--- src/rtl/bcd_time_pkg.sv ---
package bcd_time_pkg;
  localparam int unsigned DIGIT_W    = 4;
  localparam int unsigned NUM_DIGITS = 5;
  localparam int unsigned TIME_W     = DIGIT_W * NUM_DIGITS;
  localparam int unsigned SEC_TENS_IDX = 3;

  typedef logic [NUM_DIGITS-1:0][DIGIT_W-1:0] digits_t;

  // index 0 = hundredths ... index 4 = minutes
  function automatic int unsigned digit_max(int unsigned idx);
    return (idx == SEC_TENS_IDX) ? 5 : 9;
  endfunction
endpackage

--- src/rtl/bcd_digit_cell.sv ---
module bcd_digit_cell #(
  parameter int unsigned WIDTH   = 4,
  parameter int unsigned MAX_VAL = 9
) (
  input  logic [WIDTH-1:0] cur_i,
  input  logic             up_i,
  input  logic             carry_i,
  output logic [WIDTH-1:0] nxt_o,
  output logic             carry_o
);
  localparam logic [WIDTH-1:0] MaxV = WIDTH'(MAX_VAL);

  logic at_top, at_bot;
  assign at_top = (cur_i >= MaxV);
  assign at_bot = (cur_i == '0);

  assign carry_o = carry_i & (up_i ? at_top : at_bot);

  always_comb begin
    nxt_o = cur_i;
    if (carry_i) begin
      if (up_i) nxt_o = at_top ? '0 : cur_i + 1'b1;
      else      nxt_o = at_bot ? MaxV : cur_i - 1'b1;
    end
  end
endmodule

--- src/rtl/bcd_preset_clamp.sv ---
module bcd_preset_clamp
  import bcd_time_pkg::*;
(
  input  logic [TIME_W-1:0] preset_i,
  output digits_t           clamped_o
);
  for (genvar g = 0; g < NUM_DIGITS; g++) begin : g_clamp
    localparam logic [DIGIT_W-1:0] MaxV = DIGIT_W'(digit_max(g));
    logic [DIGIT_W-1:0] field;
    assign field        = preset_i[g*DIGIT_W +: DIGIT_W];
    assign clamped_o[g] = (field > MaxV) ? MaxV : field;
  end
endmodule

--- src/rtl/bcd_time_counter.sv ---
module bcd_time_counter
  import bcd_time_pkg::*;
(
  input  logic              clk_i,
  input  logic              rst_ni,
  input  logic              clear_i,
  input  logic              load_i,
  input  logic [TIME_W-1:0] preset_i,
  input  logic              enable_i,
  input  logic              tick_i,
  input  logic              down_i,
  output logic [DIGIT_W-1:0] minutes_o,
  output logic [DIGIT_W-1:0] sec_tens_o,
  output logic [DIGIT_W-1:0] sec_ones_o,
  output logic [DIGIT_W-1:0] tenths_o,
  output logic [DIGIT_W-1:0] hundredths_o,
  output logic              term_o
);
  digits_t cnt_q, cnt_nxt, preset_c;
  logic [NUM_DIGITS:0] chain;
  logic step, sat, term_q;

  assign step     = enable_i & tick_i;
  assign chain[0] = step;

  for (genvar g = 0; g < NUM_DIGITS; g++) begin : g_dig
    bcd_digit_cell #(
      .WIDTH  (DIGIT_W),
      .MAX_VAL(digit_max(g))
    ) u_cell (
      .cur_i  (cnt_q[g]),
      .up_i   (~down_i),
      .carry_i(chain[g]),
      .nxt_o  (cnt_nxt[g]),
      .carry_o(chain[g+1])
    );
  end

  // carry out of the top digit means every digit sits at its end value
  assign sat = chain[NUM_DIGITS];

  bcd_preset_clamp u_clamp (
    .preset_i (preset_i),
    .clamped_o(preset_c)
  );

  always_ff @(posedge clk_i or negedge rst_ni) begin
    if (!rst_ni) begin
      cnt_q  <= '0;
      term_q <= 1'b0;
    end else if (clear_i) begin
      cnt_q  <= '0;
      term_q <= 1'b0;
    end else if (load_i) begin
      cnt_q  <= preset_c;
      term_q <= 1'b0;
    end else begin
      if (!sat) cnt_q <= cnt_nxt;
      term_q <= sat & down_i;
    end
  end

  assign minutes_o    = cnt_q[4];
  assign sec_tens_o   = cnt_q[3];
  assign sec_ones_o   = cnt_q[2];
  assign tenths_o     = cnt_q[1];
  assign hundredths_o = cnt_q[0];
  assign term_o       = term_q;
endmodule

--- config.mk ---
export PLATFORM = sky130hd
export DESIGN_NAME = bcd_time_counter
export DESIGN_NICKNAME = d
export VERILOG_FILES = /design/src/rtl/bcd_time_pkg.sv /design/src/rtl/bcd_digit_cell.sv /design/src/rtl/bcd_preset_clamp.sv /design/src/rtl/bcd_time_counter.sv
export SDC_FILE = /design/constraint.sdc
export NUM_CORES = 1
export LEC_CHECK = 0
export BUFFER_PORTS_ARGS = -buffer_cell sky130_fd_sc_hd__buf_4
export CAP_MARGIN = 20
export CORE_ASPECT_RATIO = 0.75
export CORE_MARGIN = 4
export CORE_UTILIZATION = 45
export CTS_CLUSTER_SIZE = 8
export DETAILED_ROUTE_END_ITERATION = 6
export PLACE_DENSITY_LB_ADDON = 0.08
export SLEW_MARGIN = 10
export SYNTH_ARGS = -nofsm -noshare
export SYNTH_HDL_FRONTEND = slang
export SYNTH_SLANG_ARGS = --single-unit
export TNS_END_PERCENT = 20
--- constraint.sdc ---
create_clock -name clk_i -period 5.1 [get_ports clk_i]
set_input_delay 0.765 -clock clk_i [delete_from_list [all_inputs] [get_ports clk_i]]
set_output_delay 0.765 -clock clk_i [all_outputs]
set_load 0.02 [all_outputs]
* Yosys cells after proc, flatten, opt, wreduce, memory -nomap -nowiden
Index checks and enable logic that the tools add are counted.
** Storage, ports and cells
- Output and inout port bits :: 21
- Word-level logic and storage cells :: 84
- Register bits :: 21
- Bits of input ports :: 27
** Cells by class
- Bitwise logic cells :: 7
- Multiplexer cells :: 35
- Magnitude comparators :: 10
- Reduce and logical (&&, ||, !) cells :: 15
- Eq/ne operators :: 1
- Add/sub/neg operators :: 10
** Operators with widths (number)
- 4-bit 2-to-1 mux :: 25
- 20-bit 2-to-1 mux :: 3
- 4-bit by 1-bit adder with 4-bit output, second input constant :: 5
- 4-bit logical NOT :: 5
- 4-bit by 1-bit subtractor with 4-bit output, second input constant :: 5
- 4-bit greater-or-equal comparator, second input constant :: 4
- 4-bit greater-than comparator, second input constant :: 4
- 3-bit nonzero test :: 5
- 2-bit AND reduction :: 5
- 1-bit bitwise AND :: 7
- 1-bit 2-to-1 mux :: 7
- 4-bit by 3-bit greater-or-equal comparator with 1-bit output, second input constant :: 1
- 4-bit by 3-bit greater-than comparator with 1-bit output, second input constant :: 1
- 3-bit inequality test, second input constant :: 1

* Longest topological paths before layout
- Depth in word-level cells :: 10
- Gate-level depth with buffers :: 8
- Mapped depth without buffers :: 8

* Cells and area by module
From an unflattened synthesis, not the netlist that was laid out.
** Unflattened totals
- Cell total of the unflattened synthesis :: 313
- Area total of the unflattened synthesis :: 2703.8 um^2
** Modules (own cells, without submodules)
- bcd_digit_cell at g_dig[0].u_cell ... :: times used 4, area an instance 290.3 um^2, cells each 38
- bcd_time_counter :: times used 1, area an instance 1097.3 um^2, cells each 95
- bcd_digit_cell at g_dig[3].u_cell :: times used 1, area an instance 295.3 um^2, cells each 40
- bcd_preset_clamp :: times used 1, area an instance 150.1 um^2, cells each 26

* Worst setup path after synthesis
No wires, ideal clock.
- Path type :: reg2reg
- Start point :: register cnt_q, in the netlist hundredths_o[0]
- End point :: register cnt_q, in the netlist hundredths_o[1]
- Library setup time :: 125 ps
- Cell stages (with the launch flop) :: 9
- Slack :: 2331 ps
- Arrival time :: 2645 ps
- Buffers on the path :: 0
- Cell sequence :: dfrtp_1 -> inv_1 -> ha_1 -> nor3b_1 -> or4_4 -> a221oi_4 -> o2111ai_4 -> nand2_1 -> mux2_2
** Between the ends
- Longest elaborated chain between the ends :: 9
- Elaborated cells on any way between the ends :: 19
- Classes of those cells :: add/sub: 2; order compare: 1; eq/ne: 1; mux: 8; bitwise: 5; reduce/logical: 2
** RTL lines
- start, declared :: RTL line bcd_time_counter.sv:19 : digits_t cnt_q, cnt_nxt, preset_c;
- start signal, assigned :: RTL line bcd_time_counter.sv:55 : cnt_q <= preset_c;
- start signal, assigned :: RTL line bcd_time_counter.sv:58 : if (!sat) cnt_q <= cnt_nxt;
- 4-bit greater-or-equal comparator or 4-bit logical NOT (tied branches) :: RTL line bcd_digit_cell.sv:14, bcd_digit_cell.sv:15
- 1-bit 2-to-1 mux :: RTL line bcd_digit_cell.sv:17 : assign carry_o = carry_i & (up_i ? at_top : at_bot);
- 1-bit bitwise AND (5 in series) :: RTL line bcd_digit_cell.sv:17
- 3-bit inequality test (no source line)
- 2-bit AND reduction (no source line)
Several ways; a longest one is shown, not always the timed one. The select of a mux whose other input is x is not followed.
A chain may end at the register's enable or synchronous reset.

* Worst setup path after layout
- Start point :: register cnt_q, in the netlist hundredths_o[0]
- End point :: register cnt_q, in the netlist hundredths_o[3]
The elaborated chain is that of the path after synthesis.

==> impl_table.tex <==
\begin{tabular}{lr}
\hline
Metric & Value \\
\hline
\multicolumn{2}{l}{\textbf{Status}} \\
Run status & finished clean \\
\multicolumn{2}{l}{\textbf{Route}} \\
Drt drc & 0 \\
Initial DRC Count & 117 \\
Wire per inst & 15.5 um \\
Post-route antenna net violation count & 0 \\
Total iterations of the first detailed-routing run & 4 \\
Post-detailed-routing wire length & 5.62 mm \\
Mean number of vias per cell & 5.80 \\
Number of vias in the routed layout & 2101 \\
\multicolumn{2}{l}{\textbf{Clocking}} \\
Count of cells resized by post-cts repair & 0 \\
Insertion delay to the later sink of the worst-skew pair & 0.26 ns \\
Number of post-CTS setup repair buffers & 0 \\
H-tree depth reported by CTS & 1 \\
Post-cts hold buffer count & 0 \\
Root Buffer Master & clkbuf\_8 \\
Register clock-pin slew on the reported worst setup and hold paths & 0.08 ns \\
TritonCTS Sinks & 21 \\
Max Buffers Root-to-Sink & 2 \\
TritonCTS Buffers & 3 \\
CTS tree & built \\
\multicolumn{2}{l}{\textbf{STA}} \\
Rel. slew slack & 0.628 \\
Slew at the pin closest to its max-slew limit & 0.557 ns \\
Number of failing setup endpoints in the final timing report & 0 \\
Final Max Tran Viols & 0 \\
Post-route minimum period & 2.87 ns \\
Number of endpoints with negative hold slack in the final report & 0 \\
Fmax achieved & 0.349 GHz \\
Setup Total Neg Slack & 0 ns \\
Crit share post-route & 0.562 \\
Setup clock skew after layout & 0.00111 ns \\
Setup repair after global routing missed its margin & no \\
\multicolumn{2}{l}{\textbf{Finish}} \\
Filler cells & 456 \\
Fin nets & 349 \\
Sequential cell area in the final layout & 526 um2 \\
P\&R area growth vs syn & 16.5\% \\
Fin area & 0.00260 mm2 \\
Highest-count cells in the layout ignoring fill and taps & 47 x buf\_4, 28 x nand2\_1, 22 x o21ai\_0 \\
Multi-input gate area & 0.00154 mm2 \\
Most frequent standard cell in the layout excluding fill and tap cells & buf\_4 \\
Final cell utilization of the core & 0.562 \\
Fraction of layout cells with a size suffix above 1 & 0.249 \\
Antenna cells & 0 \\
\multicolumn{2}{l}{\textbf{Placed design}} \\
Final HPWL from detailed placement & 4.20 mm \\
Placed cell areas & 0.00255 mm2 \\
Final Wtd Congestion & 0.885 \\
Number of buffer cells added on primary ports & 47 \\
\multicolumn{2}{l}{\textbf{Worst hold path}} \\
Hold/Removal Path Class & input port to async pin \\
\multicolumn{2}{l}{\textbf{Setup path}} \\
Crit path launch type & register \\
Critical Path Sink Type & register \\
Required time reported for the critical path endpoint & 5.26 ns \\
Highest net fanout along the worst path & 6 \\
Worst path arrival time & 3.02 ns \\
Worst setup slack for register-to-register paths & 2.23 ns \\
Number of cell instances on the worst register-to-register path & 8 \\
R2R Path End & hundredths\_o[3] \\
Beginning of the critical path & hundredths\_o[0] \\
Timing endpoint of the critical path & hundredths\_o[3] \\
Worst reg2reg path startpoint & hundredths\_o[0] \\
Worst Path Class, Setup & register to register \\
\multicolumn{2}{l}{\textbf{GRT}} \\
Number of global-route vias before repair & 1970 \\
Antenna violations before repair & 0 \\
Maximum number of pins on one net before global-route repair & 36 \\
Global-route wire length before repair & 9.49 mm \\
Final global-route overflow total & 0 \\
Global routing usage summed across all routing layers & 0.198 \\
\multicolumn{2}{l}{\textbf{Floorplanning}} \\
IO Count & 48 \\
Rows & 21 \\
CORE AREA & 0.00462 mm2 \\
Floorplan die area & 0.00616 mm2 \\
Die boundary width & 89.3 um \\
Starting utilization of the core area & 0.482 \\
Height of the die & 69.0 um \\
\multicolumn{2}{l}{\textbf{Synthesis}} \\
Fraction of registers with async set/reset & 1.00 \\
Proportion of synthesized chip area in sequential cells & 0.236 \\
Count of flip-flops with a built-in enable after synthesis & 0 \\
Warnings from Yosys & 0 \\
Mean post-synth cell area & 8.32 um2 \\
Net count of the mapped netlist & 311 \\
Syn Std Cell Area & 0.00223 mm2 \\
Area leader, netlist & dfrtp\_1 \\
Register bit total from synthesis & 21 \\
Number of distinct library cells after synthesis & 53 \\
Largest cells by area after synthesis & dfrtp\_1 24\%, ha\_1 9.0\%, o21ai\_0 4.9\%, nand2\_1 4.7\%, mux2\_2 4.5\% \\
Top FF cell, synth & dfrtp\_1 \\
Share of the synthesized area in the top cell type & 0.236 \\
Number of cells produced by synthesis & 268 \\
\multicolumn{2}{l}{\textbf{Run}} \\
Reported max-cap violation count & 0 \\
\multicolumn{2}{l}{\textbf{Pwr}} \\
Lkg Pwr & 1.19 nW \\
Worst vdd rail ir drop & 0.140 mV \\
Power per cell area & 226 mW/mm2 \\
\hline
\end{tabular}
==> critical path, stage by stage, from the launching register on <==
cell and delay (ns):
dfrtp_1 0.44, inv_1 0.12, ha_1 0.27, nor3b_1 0.19, or4_4 0.51, a221oi_4 0.42, o2111ai_4 0.23, nand2_1 0.23
mux2_2 0.35
==> flip-flops by register name (all words and copies together), names as in the netlist <==
register	flops
minutes_o	4
term_o	1
sec_ones_o	4
sec_tens_o	4
tenths_o	4
hundredths_o	4
==> cells by family after synthesis <==
group           share of synthesized area
compound gates                      0.250
fa+ha+maj                          0.0897
xor+xnor                           0.0118
buf+inv                            0.0740
flops                               0.236
mux                                 0.102
simple gates                        0.237
==> cell usage after synthesis, types with 3 or more instances <==
cell type	n
nand2_1	28
nor3b_1	10
xor2_1	3
o22ai_1	5
inv_1	17
mux2_2	9
dfrtp_1	21
nand2b_1	4
o21ai_0	22
a31oi_1	6
o311ai_0	3
clkbuf_8	4
nor2_1	18
clkbuf_1	7
mux2i_1	8
nor2b_1	9
a2111oi_0	6
nand3b_1	3
o21bai_1	4
mux2_4	3
nor3_1	10
a21oi_1	15
a221oi_1	3
ha_1	16
==> through the flow <==
stage	power (mW)	hold WS (ns)	cells	setup WS [ns]
floorplan	0.393	0.469	268	2.33
finish	0.587	0.368	362	2.23
CTS	0.588	0.384	362	2.22
detailed placement	0.475	0.596	358	2.16
global route	0.632	0.384	362	2.04
global placement	0.475	0.580	358	2.20
==> layout make-up <==
cell class	count	share of cell area
Sequential cell	21	0.202
Clock inverter	1	0.00192
Tap cell	57	0.0274
Inverter	17	0.0245
Clock buffer	3	0.0159
Timing Repair Buffer	47	0.136
Multi-Input combinational cell	216	0.592
==> how the worst min path moves through the flow <==
stage	from	to	cells after the start
2_1_floorplan	rst_ni	hundredths_o[0]	0
3_3_place_gp	hundredths_o[1]	hundredths_o[1]	1
3_5_place_dp	hundredths_o[1]	hundredths_o[1]	1
4_1_cts	rst_ni	tenths_o[2]	1
5_1_grt	rst_ni	tenths_o[2]	1
6_report	rst_ni	tenths_o[2]	1
==> where the power goes <==
group / internal [mW] / switching [mW] / leakage [nW] / total [mW]
Sequential: 0.182 / 0.0345 / 0.275 / 0.217
Clock: 0.0546 / 0.0586 / 0.0255 / 0.113
Combinational: 0.117 / 0.140 / 0.890 / 0.257
Total: 0.354 / 0.233 / 1.19 / 0.587
==> per-layer routing <==
layer	track usage	wire length (um)	up-vias
li1	-	-	1053
met1	0.293	2760	972
met2	0.287	2390	68
met3	0.0487	413	8
met4	0.0446	56	0
met5	0	0	-
Note: power is estimated with default switching activity, not from simulation.
